<file path="src/rtl/fes_pkg.sv">
package fes_pkg;
    typedef enum logic [3:0] {
        ST_IDLE, ST_SWE_SET, ST_PICK, ST_SEL, ST_ESU_SET, ST_ERASE, ST_E_CLR,
        ST_ESU_CLR, ST_EV_SET, ST_DWR, ST_DWR_WAIT, ST_READ, ST_CHECK,
        ST_EV_CLR, ST_SWE_CLR
    } fes_state_e;
endpackage

</file>
<file path="src/rtl/fes_timer.sv">
module fes_timer #(
    parameter int CW = 12
) (
    input  logic          clk,
    input  logic          rst_n,
    input  logic          load_i,
    input  logic [CW-1:0] load_val_i,
    output logic          expired_o
);
    logic [CW-1:0] cnt_q;

    always_ff @(posedge clk or negedge rst_n) begin
        if (!rst_n)            cnt_q <= '0;
        else if (load_i)       cnt_q <= load_val_i;
        else if (cnt_q > 1)    cnt_q <= cnt_q - 1'b1;
    end

    // A count of zero or one gives a single-cycle dwell.
    assign expired_o = (cnt_q <= 1);
endmodule

</file>
<file path="src/rtl/fes_pick.sv">
module fes_pick #(
    parameter int NBLK = 4,
    parameter int BW   = 2
) (
    input  logic [NBLK-1:0] pend_i,
    output logic            found_o,
    output logic [BW-1:0]   idx_o
);
    always_comb begin
        found_o = 1'b0;
        idx_o   = '0;
        // Scan downward so the lowest pending bit is the last one written.
        for (int i = NBLK - 1; i >= 0; i--) begin
            if (pend_i[i]) begin
                found_o = 1'b1;
                idx_o   = BW'(i);
            end
        end
    end
endmodule

</file>
<file path="src/rtl/flash_erase_seq.sv">
module flash_erase_seq
    import fes_pkg::*;
#(
    parameter int NBLK      = 4,
    parameter int AW        = 6,
    parameter int BLK_WORDS = 8,
    parameter int CW        = 12,
    parameter int RW        = 4,
    parameter logic [NBLK*AW-1:0] BLK_BASE = {6'd48, 6'd32, 6'd16, 6'd0},
    localparam int BW = $clog2(NBLK),
    localparam int WW = $clog2(BLK_WORDS)
) (
    input  logic            clk,
    input  logic            rst_n,
    input  logic            start_i,
    input  logic [NBLK-1:0] blk_mask_i,
    input  logic [CW-1:0]   t_swe_i,
    input  logic [CW-1:0]   t_esu_i,
    input  logic [CW-1:0]   t_erase_i,
    input  logic [CW-1:0]   t_eclr_i,
    input  logic [CW-1:0]   t_esuclr_i,
    input  logic [CW-1:0]   t_evset_i,
    input  logic [CW-1:0]   t_dwr_i,
    input  logic [CW-1:0]   t_evclr_i,
    input  logic [CW-1:0]   t_sweclr_i,
    input  logic [RW-1:0]   max_erase_i,
    input  logic [CW-1:0]   wdt_lim_i,
    output logic            swe_o,
    output logic            esu_o,
    output logic            erase_o,
    output logic            ev_o,
    output logic [NBLK-1:0] blk_sel_o,
    output logic            wdt_arm_o,
    output logic            mem_we_o,
    output logic            mem_re_o,
    output logic [AW-1:0]   mem_addr_o,
    output logic [15:0]     mem_wdata_o,
    input  logic [15:0]     mem_rdata_i,
    output logic            busy_o,
    output logic            done_o,
    output logic            fail_o,
    output logic [BW-1:0]   fail_blk_o
);
    fes_state_e      state_q, state_d;
    logic [NBLK-1:0] pend_q;
    logic [BW-1:0]   cur_q, pick_idx, fblk_q;
    logic [WW-1:0]   word_q;
    logic [RW-1:0]   tries_q;
    logic [CW-1:0]   wd_q, wait_val;
    logic            done_q, fail_q, found, t_exp;
    logic            rd_ok, last_word, abort, fail_now;

    fes_pick #(.NBLK(NBLK), .BW(BW)) u_pick (
        .pend_i (pend_q),
        .found_o(found),
        .idx_o  (pick_idx)
    );

    fes_timer #(.CW(CW)) u_timer (
        .clk       (clk),
        .rst_n     (rst_n),
        .load_i    (state_d != state_q),
        .load_val_i(wait_val),
        .expired_o (t_exp)
    );

    assign rd_ok     = &mem_rdata_i;
    assign last_word = (word_q == WW'(BLK_WORDS - 1));
    assign abort     = wdt_arm_o && (wd_q >= wdt_lim_i);
    assign fail_now  = abort || (state_q == ST_CHECK && !rd_ok && tries_q >= max_erase_i);

    // Next-state logic
    always_comb begin
        state_d = state_q;
        unique case (state_q)
            ST_IDLE:     if (start_i) state_d = ST_SWE_SET;
            ST_SWE_SET:  if (t_exp) state_d = ST_PICK;
            ST_PICK:     state_d = found ? ST_SEL : ST_SWE_CLR;
            ST_SEL:      state_d = ST_ESU_SET;
            ST_ESU_SET:  if (t_exp) state_d = ST_ERASE;
            ST_ERASE:    if (t_exp) state_d = ST_E_CLR;
            ST_E_CLR:    if (t_exp) state_d = ST_ESU_CLR;
            ST_ESU_CLR:  if (t_exp) state_d = ST_EV_SET;
            ST_EV_SET:   if (t_exp) state_d = ST_DWR;
            ST_DWR:      state_d = ST_DWR_WAIT;
            ST_DWR_WAIT: if (t_exp) state_d = ST_READ;
            ST_READ:     state_d = ST_CHECK;
            ST_CHECK: begin
                if (rd_ok)         state_d = last_word ? ST_EV_CLR : ST_DWR;
                else if (fail_now) state_d = ST_IDLE;
                else               state_d = ST_ESU_SET;
            end
            ST_EV_CLR:   if (t_exp) state_d = ST_PICK;
            ST_SWE_CLR:  if (t_exp) state_d = ST_IDLE;
            default:     state_d = ST_IDLE;
        endcase
        if (abort) state_d = ST_IDLE;
    end

    // Dwell count of the state being entered
    always_comb begin
        unique case (state_d)
            ST_SWE_SET:  wait_val = t_swe_i;
            ST_ESU_SET:  wait_val = t_esu_i;
            ST_ERASE:    wait_val = t_erase_i;
            ST_E_CLR:    wait_val = t_eclr_i;
            ST_ESU_CLR:  wait_val = t_esuclr_i;
            ST_EV_SET:   wait_val = t_evset_i;
            ST_DWR_WAIT: wait_val = t_dwr_i;
            ST_EV_CLR:   wait_val = t_evclr_i;
            ST_SWE_CLR:  wait_val = t_sweclr_i;
            default:     wait_val = CW'(1);
        endcase
    end

    // State register and sequencing state
    always_ff @(posedge clk or negedge rst_n) begin
        if (!rst_n) begin
            state_q <= ST_IDLE;
            pend_q  <= '0;
            cur_q   <= '0;
            word_q  <= '0;
            tries_q <= '0;
            wd_q    <= '0;
            done_q  <= 1'b0;
            fail_q  <= 1'b0;
            fblk_q  <= '0;
        end else begin
            state_q <= state_d;
            wd_q    <= wdt_arm_o ? wd_q + 1'b1 : '0;
            if (state_q == ST_IDLE && start_i) begin
                pend_q <= blk_mask_i;
                done_q <= 1'b0;
                fail_q <= 1'b0;
                fblk_q <= '0;
            end
            if (state_q == ST_PICK && found) begin
                cur_q   <= pick_idx;
                tries_q <= '0;
            end
            if (state_q == ST_ESU_SET) word_q <= '0;
            if (state_d == ST_ERASE && state_q != ST_ERASE) tries_q <= tries_q + 1'b1;
            if (state_q == ST_CHECK && rd_ok && !last_word) word_q <= word_q + 1'b1;
            if (state_q == ST_EV_CLR) pend_q[cur_q] <= 1'b0;
            if (state_q == ST_SWE_CLR && t_exp) done_q <= 1'b1;
            if (fail_now) begin
                fail_q <= 1'b1;
                fblk_q <= cur_q;
            end
        end
    end

    // Outputs decoded from the state
    always_comb begin
        swe_o     = 1'b1;
        esu_o     = 1'b0;
        erase_o   = 1'b0;
        ev_o      = 1'b0;
        wdt_arm_o = 1'b0;
        mem_we_o  = 1'b0;
        mem_re_o  = 1'b0;
        blk_sel_o = '0;
        unique case (state_q)
            ST_IDLE, ST_SWE_CLR: swe_o = 1'b0;
            ST_SEL:              blk_sel_o = NBLK'(1) << cur_q;
            ST_ESU_SET, ST_E_CLR: begin
                esu_o = 1'b1; wdt_arm_o = 1'b1; blk_sel_o = NBLK'(1) << cur_q;
            end
            ST_ERASE: begin
                esu_o = 1'b1; erase_o = 1'b1; wdt_arm_o = 1'b1;
                blk_sel_o = NBLK'(1) << cur_q;
            end
            ST_ESU_CLR:          blk_sel_o = NBLK'(1) << cur_q;
            ST_EV_SET, ST_DWR_WAIT, ST_CHECK: begin
                ev_o = 1'b1; blk_sel_o = NBLK'(1) << cur_q;
            end
            ST_DWR: begin
                ev_o = 1'b1; mem_we_o = 1'b1; blk_sel_o = NBLK'(1) << cur_q;
            end
            ST_READ: begin
                ev_o = 1'b1; mem_re_o = 1'b1; blk_sel_o = NBLK'(1) << cur_q;
            end
            default: ;
        endcase
    end

    assign mem_addr_o  = BLK_BASE[cur_q*AW +: AW] + AW'(word_q);
    assign mem_wdata_o = 16'hFFFF;
    assign busy_o      = (state_q != ST_IDLE);
    assign done_o      = done_q;
    assign fail_o      = fail_q;
    assign fail_blk_o  = fblk_q;
endmodule

</file>
<file path="config.mk">
export PLATFORM = sky130hd
export DESIGN_NAME = flash_erase_seq
export DESIGN_NICKNAME = d
export VERILOG_FILES = /design/src/rtl/fes_pkg.sv /design/src/rtl/fes_timer.sv /design/src/rtl/fes_pick.sv /design/src/rtl/flash_erase_seq.sv
export SDC_FILE = /design/constraint.sdc
export NUM_CORES = 1
export LEC_CHECK = 0
export CORE_ASPECT_RATIO = 0.5
export CORE_MARGIN = 5
export CORE_UTILIZATION = 35
export CTS_CLUSTER_SIZE = 30
export DETAILED_ROUTE_END_ITERATION = 10
export GPL_TIMING_DRIVEN = 0
export PLACE_DENSITY_LB_ADDON = 0.15
export SKIP_CTS_REPAIR_TIMING = 1
export SLEW_MARGIN = 20
export SYNTH_ARGS = -nofsm -noshare
export SYNTH_HDL_FRONTEND = slang
export SYNTH_SLANG_ARGS = --single-unit
</file>
<file path="constraint.sdc">
create_clock -name clk -period 4.2 [get_ports clk]
set_clock_uncertainty 0.15 [all_clocks]
set_input_delay 0.84 -clock clk [delete_from_list [all_inputs] [get_ports clk]]
set_output_delay 0.84 -clock clk [all_outputs]
set_load 0.02 [all_outputs]
</file>
==> reports/metrics.yaml <==
status: "complete, no violations"
num_rows: 27
max_cap_viol_count: 0
p_leak_nw: 2.65
synth-seq-cells: 45
path_buf_inv: 3
grt_use_total_pct: 19.4
slowest_delay_ps: 610
grt_first_pass_wirelength_um: 21900
crit_chain: "clkdlybuf4s50_1, inv_1, ha_1, and4_1, nand3_1, or4_1, and4_1, buf_2, nand2_2, nor3_4, a22o_1, a2111oi_2, o22ai_1"
grt-ovfl-total: 0
final.min_clock_period_ps: 4130
clock-sinks: 45
worstSetupPathType: "input port to flip-flop"
worst_pin_slew_ps: 601
routed_wl_um: 14000
initial_core_util_pct: 36.4
clk_pin_slew_worst_paths_ps: 70
die-area_mm2: 0.0140
cts.path.max_buffers: 2
hp-class: "flip-flop to flip-flop"
vdd_drop_max_mv: 0.222
worstRegToRegCells: 14
core_area_mm2: 0.0112
yosys_most_used_dff: "dfrtp_1"
fin_nets: 845
final_cells: 836
cts-root-buf: "clkbuf_16"
initialDrtViolationCount: 239
synth_edf_count: 0
crit_cells: 13
hold_violations: 0
fin_setup_tns_ps: 0
nFillCells: 1071
cts_buffers: 5
timing.fmax_mhz: 242
fin_area_mm2: 0.00619
drc: 0
synth_cells: 486
ys_warn_count: 0
io_pins: 185
cts_tree: "yes"
placed_cells: 828
grt_max_degree: 25
async_flop_share_pct: 100
finalSetupViolations: 0
finalMaxSlewViolations: 0
vias: 4357
antenna_cells: 0
port_buffers: 167
first_pass_iters: 5
ys_seq_area_share_pct: 27.6
postSynthAreaPerCell_um2: 8.38
dieWidth_um: 163
worstSkewPairLatency_ps: 290
drive_gt1_share_pct: 11.7
endpoint_kind: "flip-flop"
path_common_cell: "and4_1"
worst-path-max-fanout: 9
gp_congestion: 0.870
area_growth_pct: 52.1
viasPerCell: 5.21
wl_per_cell_um: 16.7
path_delay_family: "simple AND/OR/NAND/NOR gates"
grt_pass1_vias: 4297
final_util_pct: 55.4
period_share_pct: 98.3
place_hpwl_um: 11400
ff2ff_setup_slack_ps: 620
power_per_cell_area_mw_per_mm2: 523
slew_headroom_pct: 59.9
dpl_cell_area_mm2: 0.00602
worstSetupStartpointType: "input port"
antenna_found_initial: 0
rsz0062_at_grt: "yes"
whs_path_depth: 2
fp.dieH_um: 86.3
htree_num_levels: 2
ant_nets: 0
synth_cell_type_count: 73
netlist_area_mm2: 0.00407
crit_path_top_delay_cell: "or4_1"
critPathRequiredTime_ps: 4200
worstPathArrival_ps: 4130
-- cells by family after synthesis --
logic type	synth area share, %
multiplexers	5.41
AO/OA/AOI/OAI	21.6
buffers and inverters	8.69
XOR/XNOR	4.51
other	0.184
adder cells (fa/ha/maj)	6.76
flip-flops	27.6
AND/OR/NAND/NOR	25.2
-- synthesized netlist by cell type (3+ instances only) --
library cell	n	area (um^2)
o21ai_0	21	105
mux2_2	4	45.0
o32a_1	3	30.0
a222oi_1	7	70.1
and2_1	5	31.3
ha_1	22	275
o22ai_1	11	68.8
o21a_1	3	22.5
xor2_1	9	78.8
a221oi_1	3	26.3
xnor2_1	12	105
buf_4	18	135
or4_1	3	22.5
inv_1	28	105
a21oi_1	24	120
nand4_1	10	62.6
mux2i_1	16	160
nand3_1	17	85.1
buf_6	3	33.8
and3_1	11	68.8
dfrtp_1	45	1130
and4_1	4	35.0
clkbuf_1	3	11.3
a22oi_1	16	120
nor3_1	11	55.1
a22o_1	3	26.3
a31oi_1	7	43.8
nor2_1	45	169
or3_1	3	18.8
nand2b_1	9	56.3
nand2_1	42	158
buf_2	13	65.1
-- path summary, 6_finish.rpt --
kind	startpoint	to
hold reg to reg	done_o	done_o
setup / recovery	wdt_lim_i[11]	u_timer.cnt_q[10]
setup reg to reg	u_timer.cnt_q[0]	u_timer.cnt_q[10]
max in group asynchronous	rst_n	u_timer.cnt_q[11]
min in group asynchronous	rst_n	state_q[3]
hold / removal	done_o	done_o
-- per-layer routing --
layer,up-vias,part of all wire [%],GRT usage (%)
met5,-,0,0
met1,2044,44,24.7
met2,159,47,34.1
li1,2141,-,-
met3,13,7.8,5.18
met4,0,1.1,3.20
-- final cells by class --
class,instances,area [um^2],share of cell area (%)
clock inverters,2,15.0,0.242
well taps,159,199,3.21
clock buffers,6,129,2.08
multi-input cells,390,2690,43.3
plain buffers,37,245,3.96
repair buffers,168,1690,27.2
inverters,29,109,1.76
flip-flops and latches,45,1130,18.2
-- cell usage in the layout (no fill, tap or decap), types with 12 or more instances in the layout --
cell and count:
buf_2 14, xnor2_1 12, clkdlybuf4s50_1 166, dfrtp_1 45, mux2i_1 16, inv_1 28, ha_1 22, a22oi_1 16
nor2_1 44, buf_4 18, conb_1 17, o21ai_0 21, nand3_1 16, nand2_1 41, a21oi_1 24
-- registers in the layout (all words and copies together), names as in the netlist, 2 cells and up --
register and flops:
cur_q 2, u_timer.cnt_q 12, state_q 4, tries_q 4
pend_q 4, word_q 3, wd_q 12, fail_blk_o 2
-- power breakdown --
group | switching (mW) | internal, mW | total, mW | leakage [nW]
sequential | 0.163 | 0.579 | 0.743 | 0.586
combinational | 1.17 | 0.928 | 2.10 | 2.00
clock | 0.179 | 0.221 | 0.401 | 0.0631
total | 1.51 | 1.73 | 3.24 | 2.65
-- worst min-delay path, cell delays in order (launching register included) --
cell     delay (ps)
dfrtp_1         340
nand2_1          50
o31ai_1          60
-- stage by stage --
stage	total power [mW]	worst slack [ps]	hold WS, ps
final	3.24	71.5	335
after floorplan	2.13	730	324
after detailed placement	2.81	-260	321
after global routing	3.48	-14.9	382
after CTS	3.21	7.24	340
after global placement	2.78	-334	325
(Power assumes the default switching activity.)
